==> src/rtl/uart_rx_pkg.sv <==
package uart_rx_pkg;

  typedef enum logic [2:0] {
    RX_IDLE,
    RX_START,
    RX_DATA,
    RX_PAR,
    RX_STOP,
    RX_HOLD
  } rx_state_e;

  typedef struct packed {
    logic [7:0] data;
    logic       perr;
    logic       ferr;
  } rx_entry_t;

endpackage

==> src/rtl/uart_rx_frame.sv <==
module uart_rx_frame
  import uart_rx_pkg::*;
#(
  parameter int OSR = 16
) (
  input  logic       clk,
  input  logic       rst_n,
  input  logic       tick,
  input  logic       rx_s,
  input  logic       len7,
  input  logic       par_en,
  input  logic       par_odd,
  output logic       push_o,
  output rx_entry_t  entry_o,
  output logic       brk_o
);

  localparam int TW = $clog2(OSR);
  localparam logic [TW-1:0] T_HALF = TW'(OSR / 2 - 1);
  localparam logic [TW-1:0] T_FULL = TW'(OSR - 1);

  rx_state_e      st_q, st_d;
  logic [TW-1:0]  tcnt_q, tcnt_d;
  logic [2:0]     bidx_q, bidx_d;
  logic [7:0]     data_q, data_d;
  logic           pbit_q, pbit_d;
  logic           push_q, push_d;
  logic           brk_q, brk_d;
  logic           perr_q, perr_d;
  logic           ferr_q, ferr_d;
  logic [2:0]     last_idx;
  logic           all_zero;

  assign last_idx = len7 ? 3'd6 : 3'd7;
  assign all_zero = (data_q == 8'h00) && !(par_en && pbit_q) && !rx_s;

  always_comb begin
    st_d   = st_q;
    tcnt_d = tcnt_q;
    bidx_d = bidx_q;
    data_d = data_q;
    pbit_d = pbit_q;
    perr_d = perr_q;
    ferr_d = ferr_q;
    push_d = 1'b0;
    brk_d  = 1'b0;
    if (tick) begin
      case (st_q)
        RX_IDLE: if (!rx_s) begin
          st_d   = RX_START;
          tcnt_d = '0;
        end
        RX_START: begin
          if (tcnt_q == T_HALF) begin
            tcnt_d = '0;
            bidx_d = '0;
            data_d = '0;
            pbit_d = 1'b0;
            st_d   = rx_s ? RX_IDLE : RX_DATA;
          end else tcnt_d = tcnt_q + 1'b1;
        end
        RX_DATA: begin
          if (tcnt_q == T_FULL) begin
            tcnt_d         = '0;
            data_d[bidx_q] = rx_s;
            if (bidx_q == last_idx) st_d = par_en ? RX_PAR : RX_STOP;
            else bidx_d = bidx_q + 1'b1;
          end else tcnt_d = tcnt_q + 1'b1;
        end
        RX_PAR: begin
          if (tcnt_q == T_FULL) begin
            tcnt_d = '0;
            pbit_d = rx_s;
            st_d   = RX_STOP;
          end else tcnt_d = tcnt_q + 1'b1;
        end
        RX_STOP: begin
          if (tcnt_q == T_FULL) begin
            tcnt_d = '0;
            if (all_zero) begin
              brk_d = 1'b1;
              st_d  = RX_HOLD;
            end else begin
              push_d = 1'b1;
              ferr_d = !rx_s;
              perr_d = par_en & ((^data_q) ^ pbit_q ^ par_odd);
              st_d   = RX_IDLE;
            end
          end else tcnt_d = tcnt_q + 1'b1;
        end
        RX_HOLD: if (rx_s) st_d = RX_IDLE;
        default: st_d = RX_IDLE;
      endcase
    end
  end

  always_ff @(posedge clk or negedge rst_n) begin
    if (!rst_n) begin
      st_q   <= RX_IDLE;
      tcnt_q <= '0;
      bidx_q <= '0;
      data_q <= '0;
      pbit_q <= 1'b0;
      perr_q <= 1'b0;
      ferr_q <= 1'b0;
      push_q <= 1'b0;
      brk_q  <= 1'b0;
    end else begin
      st_q   <= st_d;
      tcnt_q <= tcnt_d;
      bidx_q <= bidx_d;
      data_q <= data_d;
      pbit_q <= pbit_d;
      perr_q <= perr_d;
      ferr_q <= ferr_d;
      push_q <= push_d;
      brk_q  <= brk_d;
    end
  end

  assign push_o  = push_q;
  assign brk_o   = brk_q;
  assign entry_o = '{data: data_q, perr: perr_q, ferr: ferr_q};


  start_conf_chk: assert property (@(posedge clk) disable iff (!rst_n)
    (st_q == RX_DATA && $past(st_q) == RX_START) |-> !$past(rx_s));


  hold_release_chk: assert property (@(posedge clk) disable iff (!rst_n)
    (st_q == RX_IDLE && $past(st_q) == RX_HOLD) |-> $past(rx_s));

endmodule

==> src/rtl/uart_rx_fifo.sv <==
module uart_rx_fifo
  import uart_rx_pkg::*;
#(
  parameter int DEPTH = 16
) (
  input  logic                         clk,
  input  logic                         rst_n,
  input  logic                         push,
  input  rx_entry_t                    wr_entry,
  input  logic                         pop,
  output rx_entry_t                    head,
  output logic [$clog2(DEPTH+1)-1:0]   count,
  output logic                         ovr_o
);

  localparam int AW = $clog2(DEPTH);
  localparam int CW = $clog2(DEPTH + 1);
  localparam logic [CW-1:0] FULL_CNT = CW'(DEPTH);

  rx_entry_t      mem_q [DEPTH];
  logic [AW-1:0]  wp_q, wp_d, rp_q, rp_d;
  logic [CW-1:0]  cnt_q, cnt_d;
  logic           ovr_q, ovr_d;
  logic           do_wr, do_rd;

  assign do_wr = push && (cnt_q != FULL_CNT);
  assign do_rd = pop && (cnt_q != '0);

  always_comb begin
    wp_d  = do_wr ? wp_q + 1'b1 : wp_q;
    rp_d  = do_rd ? rp_q + 1'b1 : rp_q;
    cnt_d = cnt_q + CW'(do_wr) - CW'(do_rd);
    ovr_d = push && (cnt_q == FULL_CNT);
  end

  always_ff @(posedge clk or negedge rst_n) begin
    if (!rst_n) begin
      wp_q  <= '0;
      rp_q  <= '0;
      cnt_q <= '0;
      ovr_q <= 1'b0;
    end else begin
      wp_q  <= wp_d;
      rp_q  <= rp_d;
      cnt_q <= cnt_d;
      ovr_q <= ovr_d;
    end
  end

  always_ff @(posedge clk) begin
    if (do_wr) mem_q[wp_q] <= wr_entry;
  end

  assign head  = mem_q[rp_q];
  assign count = cnt_q;
  assign ovr_o = ovr_q;


  fifo_bound_chk: assert property (@(posedge clk) disable iff (!rst_n)
    cnt_q <= FULL_CNT);


  ovr_hold_chk: assert property (@(posedge clk) disable iff (!rst_n)
    (push && cnt_q == FULL_CNT && !pop) |=> ($stable(cnt_q) && ovr_q));

endmodule

==> src/rtl/uart_rx_idle.sv <==
module uart_rx_idle #(
  parameter int LIMIT = 240
) (
  input  logic clk,
  input  logic rst_n,
  input  logic tick,
  input  logic restart,
  output logic expired
);

  localparam int TW = $clog2(LIMIT + 1);
  localparam logic [TW-1:0] LIM = TW'(LIMIT);

  logic [TW-1:0] cnt_q, cnt_d;

  always_comb begin
    cnt_d = cnt_q;
    if (restart) cnt_d = '0;
    else if (tick && cnt_q != LIM) cnt_d = cnt_q + 1'b1;
  end

  always_ff @(posedge clk or negedge rst_n) begin
    if (!rst_n) cnt_q <= '0;
    else        cnt_q <= cnt_d;
  end

  assign expired = (cnt_q == LIM);

endmodule

==> src/rtl/uart_rx_core.sv <==
module uart_rx_core
  import uart_rx_pkg::*;
#(
  parameter int OSR       = 16,
  parameter int DEPTH     = 16,
  parameter int IDLE_BITS = 15
) (
  input  logic                        clk,
  input  logic                        rst_n,
  input  logic                        tick,
  input  logic                        rxd,
  input  logic [7:0]                  mode,
  input  logic [$clog2(DEPTH+1)-1:0]  trig_lvl,
  input  logic                        pop,
  output logic [7:0]                  rd_data,
  output logic                        rd_perr,
  output logic                        rd_ferr,
  output logic [$clog2(DEPTH+1)-1:0]  fill_cnt,
  output logic                        fifo_trig,
  output logic                        data_ready,
  output logic                        overrun,
  output logic                        brk,
  output logic                        rts_n
);

  localparam int CW = $clog2(DEPTH + 1);
  localparam logic [CW-1:0] RTS_LVL = CW'(DEPTH - 1);

  logic [1:0]  sync_q;
  logic        push;
  rx_entry_t   new_entry, head;
  logic        idle_exp;

  always_ff @(posedge clk or negedge rst_n) begin
    if (!rst_n) sync_q <= 2'b11;
    else        sync_q <= {sync_q[0], rxd};
  end

  uart_rx_frame #(.OSR(OSR)) u_frame (
    .clk     (clk),
    .rst_n   (rst_n),
    .tick    (tick),
    .rx_s    (sync_q[1]),
    .len7    (mode[6]),
    .par_en  (mode[5]),
    .par_odd (mode[4]),
    .push_o  (push),
    .entry_o (new_entry),
    .brk_o   (brk)
  );

  uart_rx_fifo #(.DEPTH(DEPTH)) u_fifo (
    .clk      (clk),
    .rst_n    (rst_n),
    .push     (push),
    .wr_entry (new_entry),
    .pop      (pop),
    .head     (head),
    .count    (fill_cnt),
    .ovr_o    (overrun)
  );

  uart_rx_idle #(.LIMIT(IDLE_BITS * OSR)) u_idle (
    .clk     (clk),
    .rst_n   (rst_n),
    .tick    (tick),
    .restart (push),
    .expired (idle_exp)
  );

  assign rd_data    = head.data;
  assign rd_perr    = head.perr;
  assign rd_ferr    = head.ferr;
  assign fifo_trig  = (fill_cnt >= trig_lvl);
  assign data_ready = idle_exp && (fill_cnt != '0);
  assign rts_n      = (fill_cnt >= RTS_LVL);


  rts_rise_chk: assert property (@(posedge clk) disable iff (!rst_n)
    $rose(rts_n) |-> $past(push));


  rdy_rise_chk: assert property (@(posedge clk) disable iff (!rst_n)
    $rose(data_ready) |-> !$past(push));


  brk_nopush_chk: assert property (@(posedge clk) disable iff (!rst_n)
    brk |-> (!push && $stable(fill_cnt)) || $past(pop));

endmodule

==> config.mk <==
export PLATFORM = sky130hd
export DESIGN_NAME = uart_rx_core
export DESIGN_NICKNAME = d
export VERILOG_FILES = /design/src/rtl/uart_rx_pkg.sv /design/src/rtl/uart_rx_frame.sv /design/src/rtl/uart_rx_fifo.sv /design/src/rtl/uart_rx_idle.sv /design/src/rtl/uart_rx_core.sv
export SDC_FILE = /design/constraint.sdc
export NUM_CORES = 1
export LEC_CHECK = 0
export BUFFER_PORTS_ARGS = -buffer_cell sky130_fd_sc_hd__buf_4
export CAP_MARGIN = 15
export CORE_MARGIN = 1.5
export CORE_UTILIZATION = 60
export DETAILED_ROUTE_END_ITERATION = 6
export PLACE_DENSITY = 0.79
export SLEW_MARGIN = 20
export SYNTH_ARGS = -nofsm -noshare
export SYNTH_HDL_FRONTEND = slang
export SYNTH_SLANG_ARGS = --single-unit
==> constraint.sdc <==
create_clock -name clk -period 3.1 [get_ports clk]
set_input_delay 0.31 -clock clk [delete_from_list [all_inputs] [get_ports clk]]
set_output_delay 0.31 -clock clk [all_outputs]
set_load 0.005 [all_outputs]
==> run metrics <==
Skew-Pair Late Insertion Delay 0.49 ns; Via density approximately 6.2; hold_ws 0.171 ns; reg-to-reg startpoint u_fifo.count[3]; Post-CTS Setup Inserts 0; post-DP HPWL around 11 mm; worst slack, placed between 0.4 and 0.5 ns; Fillers 930; period utilization a little over nine tenths; total core area ~15,000 µm²; final instance area 10,200 µm²; Netlist Area Pre-Place just under 9000 µm²; Max transition margin between 40% and 50%; TNS Setup 0 ns; unrepaired setup endpoints after global routing no; max-slew violation count 0; asr flop ratio synth about 23%; PortBufs 32; clock power share about a third; Worst Setup Start Kind flip-flop; initial antenna violation count 0; Final setup viols 0; final wirelength about 18 mm; largest net degree at the start of global routing 48; CTS H-tree depth 1; Inst Count DP about 760; f_max 340 MHz; Syn Nets about 600; EDFF count, synth 160; P&R area growth vs syn 13.7%; DR vias ~5,000; synthesized instance count 549; Detail Route Antenna Nets 0; CTS Buf Count 21; Arrival @ worst endpoint 2.63 ns; crit path time final slightly below 3 ns; Max rail drop VDD about 0.36 mV; count of different cell masters after synthesis 48; Comb pwr share 23.0%; RePlAce Congestion slightly above 0.8; post-synthesis register bit count between 200 and 250; Leakage 3.84 nW; vias in the first global route between 5,000 and 6,000; CTS tree yes; Seq pwr share a little under half; # DRC 0; HP Start tick; nets 650; width of the die about 130 µm; Clock Path Buffers 3; DP Area 9480 µm²; Starting Density 61.5%; first-pass GRT wire length around 28 mm; Clock Root Buffer clkbuf_16; synthesized area per cell roughly 16 µm²; Non-Filler Instances 801; std cell rows 44; fin worst setup slack ~0.16 ns; clk slew on worst S/H paths approximately 0.06 ns; Initial DRC Count roughly 390; gr usage total a little under a quarter; critical path data required time 2.79 ns; layout cells sized above 1 23.5%; HP Class in2reg; most common cell after layout, fill and taps aside edfxtp_1; # IOs 38; drt first pass iters 5; Die Y 125 µm; status finished, final reports clean; worst-margin pin slew about 0.83 ns; sequential share of the synthesized area around two thirds; Int Power around 5.6 mW; Sw Pwr about 2.2 mW; CTS Sinks 207; commonest non-fill, non-tap cells in the layout edfxtp_1 (160), buf_4 (56), mux4_2 (50); switch share between 20% and 30%; Worst setup startpoint u_fifo.rp_q[0]; Crit Path Class reg2out; die area 15,600 µm²; clock skew between 0.015 and 0.02 ns; antenna cell count 0; DR WL/cell ~22 µm; Max Cap Viol 0; synth warn 0; ys flop type edfxtp_1; final hold vios 0; total grt overflow 0; CP endpoint kind output pin; P per Cell Area between 700 and 800 nW/µm²; Worst Path Max Fanout 12
==> synthesized netlist by cell type (8+ instances only) <==
cell,count,share of area (%)
a21oi_1,13,0.73
buf_2,8,0.45
clkbuf_1,11,0.46
dfrtp_1,45,13
edfxtp_1,160,54
ha_1,27,3.8
inv_1,31,1.3
mux4_2,50,13
nand2_1,24,1.0
nand4_1,11,0.77
nor2_1,35,1.5
nor3_1,8,0.45
o21ai_0,22,1.2
xnor2_1,13,1.3
xor2_1,9,0.88
==> per-stage QoR <==
stage	utilization [%]	power (mW)
after floorplan	-	4.85
after global placement	65.2	5.28
after detailed placement	65.2	5.39
after CTS	69.9	7.82
after global routing	69.9	8.12
final	69.9	7.75
==> per-layer routing <==
layer	share of wire [%]	routed length, µm	global-route usage, %
met4	2.1	373	6.75
met3	4.6	818	3.34
met1	41	7240	30.8
met2	52	9240	40.2
met5	0	0	0
==> registers in the layout (all words and copies together), names as in the netlist, 2 cells and up <==
register and count:
u_frame.bidx_q 3, u_fifo.wp_q 4, u_fifo.mem_q 160, u_frame.tcnt_q 4, u_idle.cnt_q 8, u_frame.st_q 3, u_fifo.rp_q 4, u_frame.data_q 8
sync_q 2, u_fifo.count 5
==> logic make-up after synthesis <==
family | Yosys count | synth area share, %
flip-flops | 207 | 66.9
AND/OR/NAND/NOR | 113 | 6.23
AO/OA/AOI/OAI | 67 | 4.69
buffers and inverters | 59 | 3.01
multiplexers | 53 | 13.0
adder cells (fa/ha/maj) | 28 | 4.00
XOR/XNOR | 22 | 2.16
==> worst paths after layout <==
path	slack (ns)	endpoint	cells past startpoint
worst max-delay path	0.16	rd_data[1]	4
worst min-delay path	0.17	u_idle.cnt_q[1]	3
worst max register to register	0.35	u_fifo.count[4]	13
min in group asynchronous	0.38	u_frame.bidx_q[2]	2
worst min register to register	0.36	sync_q[1]	0
max in group asynchronous	2.28	u_fifo.rp_q[0]	2
==> layout make-up <==
class / count / area [µm²] / share of cell area (%)
clock buffer: 27 / 568 / 5.59
clock inverter: 9 / 93.8 / 0.924
inverter: 31 / 116 / 1.15
multi-input combinational: 283 / 2690 / 26.4
sequential: 207 / 5980 / 58.9
tap: 184 / 230 / 2.27
timing repair buffer: 60 / 480 / 4.73
==> power by group through the flow <==
stage                     registers, mW  clock network, mW  logic (mW)
after floorplan                    3.33                  0        1.52
after detailed placement           3.59                  0        1.80
after CTS                          3.54               2.46        1.81
final                              3.53               2.44        1.78
after global routing               3.58               2.57        1.98
after global placement             3.57                  0        1.72
==> critical path, cell delays in order, from the launching register on <==
cell and delay (ns):
dfrtp_2 0.63, buf_4 0.28, mux4_2 0.57, mux4_2 0.50, buf_4 0.15
==> timing repair <==
item / in CTS / in global routing
hold buffers: 2 / 0
hold endpoints to repair: 46 / 0
gates resized for setup: 0 / 0
No activity file was read; power rests on OpenSTA's default activity.
